**config.mk**
```make
export PLATFORM = sky130hd
export DESIGN_NAME = ctl_xfer_resolve
export DESIGN_NICKNAME = d
export VERILOG_FILES = /design/src/rtl/ctl_xfer_pkg.sv /design/src/rtl/ctl_xfer_decode.sv /design/src/rtl/ctl_xfer_compare.sv /design/src/rtl/ctl_xfer_target.sv /design/src/rtl/ctl_xfer_resolve.sv
export SDC_FILE = /design/constraint.sdc
export NUM_CORES = 1
export LEC_CHECK = 0
export BUFFER_PORTS_ARGS = -buffer_cell sky130_fd_sc_hd__buf_2
export CORE_ASPECT_RATIO = 0.5
export CORE_MARGIN = 4
export CORE_UTILIZATION = 25
export CTS_CLUSTER_SIZE = 25
export DETAILED_ROUTE_END_ITERATION = 7
export GPL_ROUTABILITY_DRIVEN = 0
export MAX_ROUTING_LAYER = met4
export PLACE_DENSITY = 0.51
export SYNTH_ARGS = -nofsm -noshare
export SYNTH_HDL_FRONTEND = slang
export SYNTH_SLANG_ARGS = --single-unit
```
**constraint.sdc**
```tcl
create_clock -name clk_i -period 1.6 [get_ports clk_i]
set_input_delay 0.08 -clock clk_i [delete_from_list [all_inputs] [get_ports clk_i]]
set_output_delay 0.08 -clock clk_i [all_outputs]
set_load 0.01 [all_outputs]
```
**src/rtl/ctl_xfer_pkg.sv**
```systemverilog
package ctl_xfer_pkg;

  localparam int unsigned ILEN_BYTES = 4;
  localparam int unsigned RIDX_W     = 5;

  localparam logic [6:0] OPC_BRANCH = 7'b1100011;
  localparam logic [6:0] OPC_JUMP   = 7'b1101111;
  localparam logic [6:0] OPC_JUMPR  = 7'b1100111;

  typedef enum logic [1:0] {
    XFER_NONE   = 2'd0,
    XFER_BRANCH = 2'd1,
    XFER_JUMP   = 2'd2,
    XFER_JUMPR  = 2'd3
  } xfer_kind_e;

  // Condition codes match the funct3 field value.
  typedef enum logic [2:0] {
    CMP_EQ  = 3'b000,
    CMP_NE  = 3'b001,
    CMP_R2  = 3'b010,
    CMP_R3  = 3'b011,
    CMP_LT  = 3'b100,
    CMP_GE  = 3'b101,
    CMP_LTU = 3'b110,
    CMP_GEU = 3'b111
  } cmp_op_e;

endpackage

```
**src/rtl/ctl_xfer_decode.sv**
```systemverilog
module ctl_xfer_decode
  import ctl_xfer_pkg::*;
#(
  parameter int unsigned XLEN = 32
) (
  input  logic [31:0]       instr_i,
  output xfer_kind_e        kind_o,
  output cmp_op_e           cmp_o,
  output logic [XLEN-1:0]   imm_o,
  output logic [RIDX_W-1:0] rd_o
);

  logic [6:0]      opcode;
  logic [2:0]      fn3;
  logic [XLEN-1:0] imm_br;
  logic [XLEN-1:0] imm_jp;
  logic [XLEN-1:0] imm_ir;

  assign opcode = instr_i[6:0];
  assign fn3    = instr_i[14:12];
  assign rd_o   = instr_i[11:7];
  assign cmp_o  = cmp_op_e'(fn3);

  // Scattered offset fields gathered back into place.
  assign imm_br = {{(XLEN-12){instr_i[31]}}, instr_i[7], instr_i[30:25],
                   instr_i[11:8], 1'b0};
  assign imm_jp = {{(XLEN-20){instr_i[31]}}, instr_i[19:12], instr_i[20],
                   instr_i[30:21], 1'b0};
  assign imm_ir = {{(XLEN-12){instr_i[31]}}, instr_i[31:20]};

  always_comb begin
    kind_o = XFER_NONE;
    imm_o  = imm_ir;
    unique case (opcode)
      OPC_BRANCH: begin
        imm_o = imm_br;
        if (fn3[2:1] != 2'b01) kind_o = XFER_BRANCH;
      end
      OPC_JUMP: begin
        imm_o  = imm_jp;
        kind_o = XFER_JUMP;
      end
      OPC_JUMPR: begin
        if (fn3 == 3'b000) kind_o = XFER_JUMPR;
      end
      default: kind_o = XFER_NONE;
    endcase
  end

endmodule

```
**src/rtl/ctl_xfer_compare.sv**
```systemverilog
module ctl_xfer_compare
  import ctl_xfer_pkg::*;
#(
  parameter int unsigned XLEN = 32
) (
  input  cmp_op_e         cmp_i,
  input  logic [XLEN-1:0] opa_i,
  input  logic [XLEN-1:0] opb_i,
  output logic            hold_o
);

  logic is_eq;
  logic is_lt_s;
  logic is_lt_u;

  assign is_eq   = (opa_i == opb_i);
  assign is_lt_s = ($signed(opa_i) < $signed(opb_i));
  assign is_lt_u = (opa_i < opb_i);

  always_comb begin
    unique case (cmp_i)
      CMP_EQ:  hold_o = is_eq;
      CMP_NE:  hold_o = !is_eq;
      CMP_LT:  hold_o = is_lt_s;
      CMP_GE:  hold_o = !is_lt_s;
      CMP_LTU: hold_o = is_lt_u;
      CMP_GEU: hold_o = !is_lt_u;
      default: hold_o = 1'b0;
    endcase
  end

endmodule

```
**src/rtl/ctl_xfer_target.sv**
```systemverilog
module ctl_xfer_target #(
  parameter int unsigned XLEN           = 32,
  parameter bit          HAS_COMPRESSED = 1'b0
) (
  input  logic [XLEN-1:0] base_i,
  input  logic [XLEN-1:0] imm_i,
  input  logic            clr_lsb_i,
  output logic [XLEN-1:0] tgt_o,
  output logic            misal_o
);

  logic [XLEN-1:0] sum;

  assign sum   = base_i + imm_i;
  assign tgt_o = {sum[XLEN-1:1], sum[0] & ~clr_lsb_i};

  generate
    if (HAS_COMPRESSED) begin : g_half_align
      assign misal_o = 1'b0;
    end else begin : g_word_align
      assign misal_o = tgt_o[1];
    end
  endgenerate

endmodule

```
**src/rtl/ctl_xfer_resolve.sv**
```systemverilog
module ctl_xfer_resolve
  import ctl_xfer_pkg::*;
#(
  parameter int unsigned XLEN           = 32,
  parameter bit          HAS_COMPRESSED = 1'b0
) (
  input  logic              clk_i,
  input  logic              rst_ni,
  input  logic              valid_i,
  input  logic [31:0]       instr_i,
  input  logic [XLEN-1:0]   pc_i,
  input  logic [XLEN-1:0]   opa_i,
  input  logic [XLEN-1:0]   opb_i,
  output logic              redirect_o,
  output logic [XLEN-1:0]   target_o,
  output logic              wr_en_o,
  output logic [RIDX_W-1:0] wr_idx_o,
  output logic [XLEN-1:0]   wr_data_o,
  output logic              fault_o,
  output logic [XLEN-1:0]   fault_addr_o
);

  localparam logic [XLEN-1:0] LINK_STEP = XLEN'(ILEN_BYTES);

  xfer_kind_e        kind;
  cmp_op_e           cmp;
  logic [XLEN-1:0]   imm;
  logic [RIDX_W-1:0] rd;
  logic              cond_hold;
  logic [XLEN-1:0]   tgt;
  logic              misal;
  logic [XLEN-1:0]   base;
  logic              is_jump;
  logic              taken;

  logic              redirect_d, redirect_q;
  logic              wr_en_d,    wr_en_q;
  logic              fault_d,    fault_q;
  logic [XLEN-1:0]   tgt_d,      tgt_q;
  logic [XLEN-1:0]   link_d,     link_q;
  logic [RIDX_W-1:0] rd_d,       rd_q;

  ctl_xfer_decode #(.XLEN(XLEN)) i_decode (
    .instr_i (instr_i),
    .kind_o  (kind),
    .cmp_o   (cmp),
    .imm_o   (imm),
    .rd_o    (rd)
  );

  ctl_xfer_compare #(.XLEN(XLEN)) i_compare (
    .cmp_i  (cmp),
    .opa_i  (opa_i),
    .opb_i  (opb_i),
    .hold_o (cond_hold)
  );

  assign base    = (kind == XFER_JUMPR) ? opa_i : pc_i;
  assign is_jump = (kind == XFER_JUMP) || (kind == XFER_JUMPR);

  ctl_xfer_target #(.XLEN(XLEN), .HAS_COMPRESSED(HAS_COMPRESSED)) i_target (
    .base_i    (base),
    .imm_i     (imm),
    .clr_lsb_i (kind == XFER_JUMPR),
    .tgt_o     (tgt),
    .misal_o   (misal)
  );

  always_comb begin
    taken      = is_jump || ((kind == XFER_BRANCH) && cond_hold);
    fault_d    = valid_i && taken && misal;
    redirect_d = valid_i && taken && !misal;
    wr_en_d    = valid_i && is_jump && !misal && (rd != '0);
    tgt_d      = tgt;
    link_d     = pc_i + LINK_STEP;
    rd_d       = rd;
  end

  // Flags: updated every cycle.
  always_ff @(posedge clk_i or negedge rst_ni) begin
    if (!rst_ni) begin
      redirect_q <= 1'b0;
      wr_en_q    <= 1'b0;
      fault_q    <= 1'b0;
    end else begin
      redirect_q <= redirect_d;
      wr_en_q    <= wr_en_d;
      fault_q    <= fault_d;
    end
  end

  // Payload: loaded only on a valid instruction.
  always_ff @(posedge clk_i or negedge rst_ni) begin
    if (!rst_ni) begin
      tgt_q  <= '0;
      link_q <= '0;
      rd_q   <= '0;
    end else if (valid_i) begin
      tgt_q  <= tgt_d;
      link_q <= link_d;
      rd_q   <= rd_d;
    end
  end

  assign redirect_o   = redirect_q;
  assign target_o     = tgt_q;
  assign wr_en_o      = wr_en_q;
  assign wr_idx_o     = rd_q;
  assign wr_data_o    = link_q;
  assign fault_o      = fault_q;
  assign fault_addr_o = tgt_q;

endmodule

```
==> reports/metrics.yaml, run 1 <==
drt-total-wl_um: 25400
cap_viol_max_count: 0
grt.total_usage_pct: 18.3
wl_met2_um: 13300
wl_met3_um: 679
synth_cell_type_count: 56
numCtsBuffers: 9
fin_area_um2: 10800
drc: 0
synth_top_family_by_area: "simple AND/OR/NAND/NOR gates"
grt_pass1_vias: 7326
io_buffers: 234
setup_viol: 34
worstSetupPathType: "input pin to register"
power.share.clock_pct: 26.1
die_w_um: 232
initial_core_util_pct: 25.8
path_max_fanout: 8
synth-main-ff-cell: "dfrtp_1"
viasPerCell: 4.60
crit_slowest_cell: "or4b_4"
path_cells: "buf_8 > or4b_4 > nor3b_4 > buf_12 > buf_12 > buf_8 > nand2_1 > nand2_1 > ha_4 > nand2_1 > a211oi_2 > o31ai_2 > nand2_1 > o21ai_2 > o22ai_2 > or4_1 > a31oi_2 > xnor2_1 > mux2_4"
rsz0062_at_grt: "yes"
root_buffer: "clkbuf_16"
maxSlewViolCount: 0
m1WireLength_um: 10700
clkLatencyLatePin_ns: 0.35
dr.pass1.iters: 5
yosys-top-cells-area: "dfrtp_1, ha_1, nand2_1, mux2_2, a21oi_1"
outcome: "finished with violations"
grt_pass1_wl_um: 39100
syn_inst: 763
num_rows: 40
cts_sinks: 72
yosys.area_share.simple_pct: 20.1
ys_seq_area_share_pct: 28.8
grt_max_degree: 62
hold_path.class: "input pin to register"
critPathRequiredTime_ns: 1.83
period_minus_slack_ns: 3.47
ctsLongestPathBuffers: 2
synth_fa_ha_area_share_pct: 13.1
max_stage_delay_ns: 0.54
ir_worst_vdd_uv: 436
yosys_warnings: 0
clk_pin_slew_worst_paths_ns: 0.06
num_vias: 6929
async_flop_share_pct: 100
post-route-period-util_pct: 217
final_nets: 1362
core_area_um2: 24300
fin_ws_ns: -1.87
dp_hpwl_um: 20300
worstMarginPinSlew_ns: 0.470
synth_edf_count: 0
htree_levels: 3
cp-start-kind: "input pin"
synth_compound_area_share_pct: 15.7
p_sw_w: 0.00274
max-slew-margin-rel_pct: 68.5
synth_xor_area_share_pct: 7.97
grt-ovfl-total: 0
drt_iter0_drc: 262
seqPwrFrac_pct: 29.4
ys_ff_latch: 72
pre_cts_ws_ns: -2.40
failed_checks: "negative setup slack"
finalClockSkew_ns: 0
synthToLayoutAreaGrowth_pct: 72.8
synth_top_area_share_pct: 28.8
drive_gt1_share_pct: 56.7
syn_nets: 959
dieArea_um2: 27800
synthMuxAreaShare_pct: 6.69
leakage_nw: 5.26
synth_area_um2: 6270
synth.avg_cell_area_um2: 8.21
dpl_cell_area_um2: 9370
max_freq_ghz: 0.288
top_layer: "met4"
ant_nets: 0
hold_viol: 0
p_comb_share_pct: 44.5
arrival_ns: 3.70
fin_hold_ws_ns: 0.0149
p_int_w: 0.00517
cts_tree: "done"
post_drt_wl_per_cell_um: 16.8
worstSetupEndpointType: "register"
pin_count: 235
synth_top_area_cell: "dfrtp_1"
die_height_um: 120
antenna_found_initial: 1
power_density_nw_per_um2: 730
sw_frac_of_total_pct: 34.6
critPathMostFrequentCell: "nand2_1"
critical path: cells and delay by family:
kind            cells  cell delay (ns)
compound gates      5             0.84
xor+xnor            1             0.11
fa+ha+maj           1             0.24
buf+inv             4             0.50
mux                 1             0.26
simple gates        7             1.67
cells in the final DEF, fill, tap and decap left out, drive strengths merged, types with 24 or more instances in the layout:
cell	count
mux2	36
o21ai	24
dfrtp	72
nor2	50
xnor2	31
a21oi	69
inv	44
xor2	26
ha	64
buf	440
nand2	144
logic make-up (layout without fill, tap and decap cells):
kind of cell | count (synthesis) | in the layout
other | 0 | 1
buffers and inverters | 97 | 504
xor gates and xnor gates | 57 | 57
muxes | 37 | 37
DFF | 72 | 72
adders and majority gates | 65 | 65
AOI/OAI and AO/OA | 155 | 155
and+or+nand+nor | 280 | 280
final timing paths:
path / slack (ns) / from / cells past startpoint / endpoint
max in group asynchronous: 0.85 / rst_ni / 3 / wr_data_o[24]
min in group asynchronous: 0.16 / rst_ni / 2 / wr_data_o[7]
min: 0.01 / pc_i[1] / 2 / wr_data_o[1]
max reg2reg: 0.73 / fault_addr_o[9] / 2 / fault_addr_o[9]
min reg2reg: 0.49 / wr_data_o[2] / 2 / wr_data_o[2]
max: -1.87 / instr_i[14] / 19 / fault_addr_o[31]
cells in the mapped netlist, types with 3 or more instances:
master    count
a21oi_1      66
and3_1       11
nor2_1       50
a31oi_1       6
o21ai_1       3
o21bai_1      4
buf_4        32
nand3_1      22
xnor2_1      31
a21oi_2       3
nand2_1     144
nand4_1      12
a21o_1       15
nor3_1        6
buf_1         5
nand2b_1      5
and2_1        3
inv_1        44
a211oi_2      3
xor2_1       26
o22ai_1       4
o21a_1        8
mux2_2       35
clkbuf_1     15
dfrtp_1      72
nor4_1        3
ha_1         64
a211oi_1      3
nor2b_1      10
nor3b_1       3
o211ai_1      4
o21ai_0      21
final cells by class:
type / instances / area [µm²]
fillers: 2432 / 13500
multi-input cells: 594 / 5150
repair buffers: 444 / 2980
flip-flops and latches: 72 / 1800
well taps: 336 / 420
clock buffers: 11 / 243
inverters: 45 / 181
clock inverters: 4 / 45.0
diodes: 1 / 2.50
power groups by stage:
stage / Clock (W) / Sequential [W] / Combinational, W
after CTS: 0.00212 / 0.00233 / 0.00336
after floorplan: 0 / 0.00246 / 0.00163
after global routing: 0.00217 / 0.00238 / 0.00381
after detailed placement: 0 / 0.00236 / 0.00299
final: 0.00206 / 0.00232 / 0.00352
after global placement: 0 / 0.00235 / 0.00297
flip-flops by register name (all words and copies together), names as in the netlist:
signal,cells
redirect_o,1
wr_data_o,32
fault_o,1
wr_en_o,1
fault_addr_o,32
wr_idx_o,5
per-layer routing:
layer  GRT usage [%]  up-vias
met3            2.37       56
met4            6.23        0
met5               -        -
met1            21.3     3328
met2            32.9      112
li1                -     3433
stage by stage:
step | std cells | utilization [%] | power [W] | TNS, ns
after floorplan | 763 | - | 0.00409 | -38.83
after global placement | 1462 | 38.5 | 0.00532 | -55.84
after detailed placement | 1462 | 38.5 | 0.00535 | -57.00
after CTS | 1501 | 43.1 | 0.00781 | -40.66
after global routing | 1507 | 44.5 | 0.00835 | -43.81
final | 1507 | 44.5 | 0.00790 | -40.67
timing repair:
| item | 4_1_cts | 5_1_grt |
|---|---|---|
| cloned | 1 | 1 |
| endpoints found under the hold margin | 75 | 0 |
| setup buffers | 25 | 15 |
| resized for setup | 127 | 76 |
| setup endpoints to repair | 34 | 41 |
| pin swaps | 39 | 70 |
| hold buffers | 4 | 0 |
No activity file was read; power rests on OpenSTA's default activity.
==> run 2: changes to the inputs <==
==> constraint.sdc (replaced) <==
create_clock -name clk_i -period 3.2 [get_ports clk_i]
set_input_delay 0.16 -clock clk_i [delete_from_list [all_inputs] [get_ports clk_i]]
set_output_delay 0.16 -clock clk_i [all_outputs]
set_load 0.01 [all_outputs]
==> reports/metrics.yaml, run 2 (synthesized netlist as in run 1, its figures left out) <==
postCtsHoldBufs: 0  # -4
clk_pin_slew_worst_paths_ns: 0.06  # about the same
fin_ws_ns: -0.311  # +1.56 ns
die_w_um: 232  # unchanged
finalPower_w: 0.00392  # -50%
period_minus_slack_ns: 3.51
crit_path_start: "instr_i[12]"
num_rows: 40  # unchanged
drt_iter0_drc: 303  # +16%
core_area_um2: 24300  # unchanged
arrival_ns: 3.75  # +0.05 ns
r2r_cells: 2  # unchanged
cts_sinks: 72  # unchanged
htree_levels: 3  # unchanged
initial_core_util_pct: 25.8  # unchanged
antenna_found_initial: 1  # unchanged
cp-start-kind: "input pin"
grt.total_usage_pct: 16.6  # -1.8 points
worstSetupPathType: "input pin to register"
worstSetupEndpointType: "register"
met3_usage_pct: 2.25  # -0.12 points
outcome: "finished with violations"
die_height_um: 120  # unchanged
num_vias: 6474  # -6.6%
drive_gt1_share_pct: 46.7  # -9.9 points
clkLatencyLatePin_ns: 0.34  # about the same
met2_usage_pct: 30.8  # -2.1 points
grt_pass1_wl_um: 35200  # -10%
fin_hold_ws_ns: -0.0359  # -0.0509 ns
hold_viol: 14  # +14
cts_tree: "done"
finalClockSkew_ns: 0  # unchanged
timing.rr.start: "fault_addr_o[9]"
max_freq_ghz: 0.285
grt-busiest-layer: "met2"
setup_viol: 10  # -71%
r2r_end: "fault_addr_o[9]"
ir_worst_vdd_uv: 242  # -44%
power_density_nw_per_um2: 412  # -44%
failed_checks: "negative hold slack, negative setup slack"
cap_viol_max_count: 0  # unchanged
numCtsBuffers: 9  # unchanged
max-slew-margin-rel_pct: 32.6  # -36 points
grt_pass1_vias: 6532  # -11%
post-route-period-util_pct: 110
grt_max_degree: 73  # +18%
dieArea_um2: 27800  # unchanged
dr.pass1.iters: 4  # -1
critPathRequiredTime_ns: 3.44  # +1.61 ns
ant_nets: 0  # unchanged
ff2ff_setup_slack_ns: 2.31  # +1.58 ns
layout_commonest_cell: "buf_2"
drc: 0  # unchanged
root_buffer: "clkbuf_16"
viasPerCell: 4.56  # -0.84%
finalSetupTns_ns: -1.15  # +39.52 ns
rsz0062_at_grt: "yes"
path_max_fanout: 5  # -3
layout_common_cells: "buf_2, nand2_1, buf_4, dfrtp_1, a21oi_1"
io_buffers: 234  # unchanged
pin_count: 235  # unchanged
worstMarginPinSlew_ns: 1.01  # +0.541 ns
grt-ovfl-total: 0  # unchanged
hold_path.class: "input pin to asynchronous set/reset pin"
synthToLayoutAreaGrowth_pct: 51.9
final_nets: 1274  # -6.5%
leakage_nw: 4.64  # -12%
post_drt_wl_per_cell_um: 16.5  # -2.3%
maxSlewViolCount: 0  # unchanged
drt-total-wl_um: 23400  # -7.9%
use_met1_pct: 19.0  # -2.3 points
ctsLongestPathBuffers: 2  # unchanged
dp_hpwl_um: 19100  # -6.0%
run 2: cell types whose count changed in the layout (fill, tap and decap cells not counted), moves of 7 or more:
cell	delta
inv_1	+7
ha_4	-8
a21oi_1	+11
a21oi_2	-7
mux2_2	+20
nand2_4	-8
ha_1	+10
mux2_4	-20
buf_6	-20
buf_4	-61
run 2: cell type report:
cell class,count,area (µm²)
clock buffers,11,243
inverters,45,169
multi-input cells,594,4570
well taps,336,420
fillers,2526,14800
diodes,1,2.50
clock inverters,5,128
repair buffers,356,2190
flip-flops and latches,72,1800
run 2: metal layers:
| layer | up-vias | routed length (µm) |
|---|---|---|
| li1 | 3246 | - |
| met1 | 3118 | 9810 |
| met2 | 83 | 12600 |
| met3 | 27 | 606 |
| met4 | 0 | 397 |
| met5 | - | 0 |
run 2: stage by stage:
| stage | hold WS (ns) | cells | setup WS [ns] | utilization [%] | cell area [µm²] |
|---|---|---|---|---|---|
| final | -0.0359 | 1420 | -0.311 | 39.1 | 9520 |
| after detailed placement | 0.390 | 1388 | -0.792 | 35.0 | 8510 |
| after global routing | 0.0559 | 1420 | -0.453 | 39.1 | 9520 |
| after CTS | 0.0103 | 1407 | -0.281 | 36.9 | 8970 |
| after floorplan | -0.136 | 763 | -0.448 | - | 6450 |
| after global placement | 0.387 | 1388 | -0.765 | 35.0 | 8510 |
run 2: what timing repair did:
action                                 CTS  global route
pin swaps                                2            37
buffers inserted                         3            12
endpoints found under the hold margin    0             0
gates cloned                             0             0
resized for setup                       19            88
setup endpoints to repair               16            18
run 2: how the worst max path moves through the flow:
stage / to / slack (ns) / depth (start not counted)
2_1_floorplan: fault_addr_o[30] / -0.45 / 17
3_3_place_gp: fault_addr_o[30] / -0.77 / 17
6_report: fault_addr_o[30] / -0.31 / 20
4_1_cts: fault_addr_o[30] / -0.28 / 17
5_1_grt: fault_addr_o[30] / -0.45 / 20
3_5_place_dp: fault_addr_o[30] / -0.79 / 17
run 2: report_power, final:
part	internal [W]	switching [W]	leakage, nW
Clock	0.000863	0.000412	0.176
Combinational	0.000733	0.000752	3.63
Sequential	0.00106	0.000105	0.836
Total	0.00265	0.00127	4.64
run 2: worst max-delay path, stage by stage:
cell and delay, ns:
buf_6 0.09, or4b_4 0.55, nor3b_4 0.26, buf_12 0.16
buf_12 0.10, buf_8 0.10, nand2_2 0.05, nand2_2 0.07
ha_4 0.20, a21o_1 0.18, a21oi_4 0.17, a211oi_4 0.10
o41ai_4 0.20, buf_4 0.19, a31oi_4 0.08, o21a_1 0.19
o21a_1 0.18, o21a_1 0.17, or3_1 0.31, a31o_1 0.22
==> run 3: changes to the inputs <==
--- a/config.mk
+++ b/config.mk
@@ -12,8 +12,8 @@
 export CTS_CLUSTER_SIZE = 25
 export DETAILED_ROUTE_END_ITERATION = 7
 export GPL_ROUTABILITY_DRIVEN = 0
-export MAX_ROUTING_LAYER = met4
 export PLACE_DENSITY = 0.51
 export SYNTH_ARGS = -nofsm -noshare
 export SYNTH_HDL_FRONTEND = slang
 export SYNTH_SLANG_ARGS = --single-unit
+export TNS_END_PERCENT = 5
==> reports/metrics.yaml, run 3 (synthesized netlist as in run 1, its figures left out) <==
cts_sinks: 72  # unchanged
dieArea_um2: 27800  # unchanged
post-route-period-util_pct: 110  # about the same
path_cells: "buf_2 > or4b_4 > nor3b_4 > buf_12 > buf_12 > nand2_1 > nand2_1 > ha_4 > a21oi_2 > a211oi_1 > o31ai_2 > nand2_1 > o21ai_2 > o22ai_2 > or4_1 > a31oi_2 > xnor2_1 > mux2_4"
max_freq_ghz: 0.285  # about the same
ir_worst_vdd_uv: 235  # -2.9%
drt-total-wl_um: 23600  # +0.85%
power_density_nw_per_um2: 405  # -1.5%
rsz0062_at_grt: "yes"
root_buffer: "clkbuf_16"
fin_hold_ws_ns: -0.0595  # -0.0236 ns
hold_viol: 23  # +9
synthToLayoutAreaGrowth_pct: 42.8
ant_nets: 0  # unchanged
final_nets: 1259  # -1.2%
sw_frac_of_total_pct: 34.6  # +2.2 points
fin_ws_ns: -0.311  # +0.000284 ns
layout_common_cells: "buf_2, nand2_1, buf_4, dfrtp_1, a21oi_1"
grt_pass1_wl_um: 35200  # about the same
cap_viol_max_count: 0  # unchanged
max_stage_delay_ns: 0.54  # about the same
die_height_um: 120  # unchanged
cp_num_buf_inv: 3  # -2
layout_commonest_cell: "buf_2"
worstSetupPathType: "input pin to register"
pin_count: 235  # unchanged
path_max_fanout: 8  # +3
finalClockSkew_ns: 0  # unchanged
cp-start-kind: "input pin"
setup_viol: 7  # -3
ctsLongestPathBuffers: 2  # unchanged
seqPwrFrac_pct: 32.1  # +2.5 points
core_area_um2: 24300  # unchanged
numCtsBuffers: 9  # unchanged
worstSetupEndpointType: "register"
viasPerCell: 4.60  # +0.88%
leakage_nw: 4.45  # -3.9%
clk_pin_slew_worst_paths_ns: 0.06  # about the same
grt-ovfl-total: 0  # unchanged
p_int_w: 0.00237  # -10%
outcome: "finished with violations"
initial_core_util_pct: 25.8  # unchanged
period_minus_slack_ns: 3.51  # -0.000284 ns
critPathMostFrequentCell: "nand2_1"
drive_gt1_share_pct: 41.3  # -5.4 points
fin_cells: 1403  # -1.2%
worstMarginPinSlew_ns: 1.01  # +0.000452 ns
num_rows: 40  # unchanged
htree_levels: 3  # unchanged
antenna_cells: 0  # -1
antenna_found_initial: 0  # -1
clkLatencyLatePin_ns: 0.35  # about the same
crit_slowest_cell: "or4b_4"
critPathRequiredTime_ns: 3.43  # about the same
placed_cells: 1383  # -0.36%
power.share.clock_pct: 29.4  # -3.1 points
hold_path.class: "input pin to asynchronous set/reset pin"
failed_checks: "negative hold slack, negative setup slack"
num_vias: 6453  # -0.32%
io_buffers: 234  # unchanged
maxSlewViolCount: 0  # unchanged
p_sw_w: 0.00125  # -1.2%
p_comb_share_pct: 38.5  # +0.6 points
path_delay_family: "simple AND/OR/NAND/NOR gates"
cts_tree: "done"
arrival_ns: 3.74  # about the same
post_drt_wl_per_cell_um: 16.8  # +2.1%
max-slew-margin-rel_pct: 32.6  # about the same
dp_hpwl_um: 19500  # +2.2%
grt.total_usage_pct: 16.2  # -0.35 points
drc: 0  # unchanged
grt_max_degree: 73  # unchanged
die_w_um: 232  # unchanged
dr.pass1.iters: 7  # +3
drt_iter0_drc: 439  # +45%
grt_pass1_vias: 6212  # -4.9%
## run 3: changes by cell type in the layout (fill, tap and decap cells not counted), sizes merged
| cell | change |
|---|---|
| buf | -15 |
| bufinv | -3 |
| clkinv | +2 |
| clkinvlp | -1 |
| diode | -1 |
| inv | +1 |
## run 3: per-stage QoR
step	TNS (ns)	power [W]	area, µm²	setup WS [ns]	util [%]
global route	-2.41	0.00385	8950	-0.441	36.8
floorplan	-2.20	0.00197	6310	-0.481	-
finish	-1.23	0.00363	8950	-0.311	36.8
detailed placement	-7.80	0.00253	8370	-0.669	34.4
CTS	-1.14	0.00362	8690	-0.262	35.7
global placement	-8.30	0.00252	8370	-0.729	34.4
## run 3: final timing paths
path	end	slack (ns)	from	cells after the start
max	fault_addr_o[31]	-0.31	instr_i[14]	18
max in group asynchronous	wr_data_o[2]	2.55	rst_ni	1
min	fault_addr_o[8]	-0.06	rst_ni	1
min reg2reg	wr_data_o[2]	0.49	wr_data_o[2]	2
min in group clk_i	wr_data_o[2]	0.09	pc_i[2]	2
max reg2reg	fault_addr_o[9]	2.30	fault_addr_o[9]	2
## run 3: timing repair
| action | 4_1_cts | 5_1_grt |
|---|---|---|
| pin swaps | 1 | 17 |
| hold buffers | 0 | 0 |
| buffers inserted | 0 | 5 |
| setup endpoints to repair | 11 | 16 |
| gates resized for setup | 3 | 39 |
## run 3: worst register-to-register path, cell delays in order, from the launching register on
cell     delay, ns
dfrtp_1       0.40
nor2b_1       0.14
a31o_2        0.25
## run 3: power groups by stage
| stage | sequential [W] | clock, W | combinational, W |
|---|---|---|---|
| after CTS | 0.00117 | 0.00109 | 0.00135 |
| after floorplan | 0.00123 | 0 | 0.000739 |
| after global placement | 0.00118 | 0 | 0.00134 |
| after detailed placement | 0.00119 | 0 | 0.00134 |
| after global routing | 0.00119 | 0.00113 | 0.00152 |
| final | 0.00116 | 0.00107 | 0.00140 |
## run 3: per-layer routing
layer | vias up | share of wire (%) | track usage [%]
li1 | 3217 | - | -
met1 | 3081 | 45 | 21.4
met2 | 128 | 49 | 27.4
met3 | 27 | 4.2 | 3.06
met4 | 0 | 1.9 | 4.21
met5 | - | 0 | 0
## run 3: layout make-up
type                            instances  area [µm²]
Fill cell                            2599       15400
Timing Repair Buffer                  341        2040
Tap cell                              336         420
Clock inverter                          4        52.6
Multi-Input combinational cell        594        4210
Sequential cell                        72        1800
Inverter                               45         169
Clock buffer                           11         253
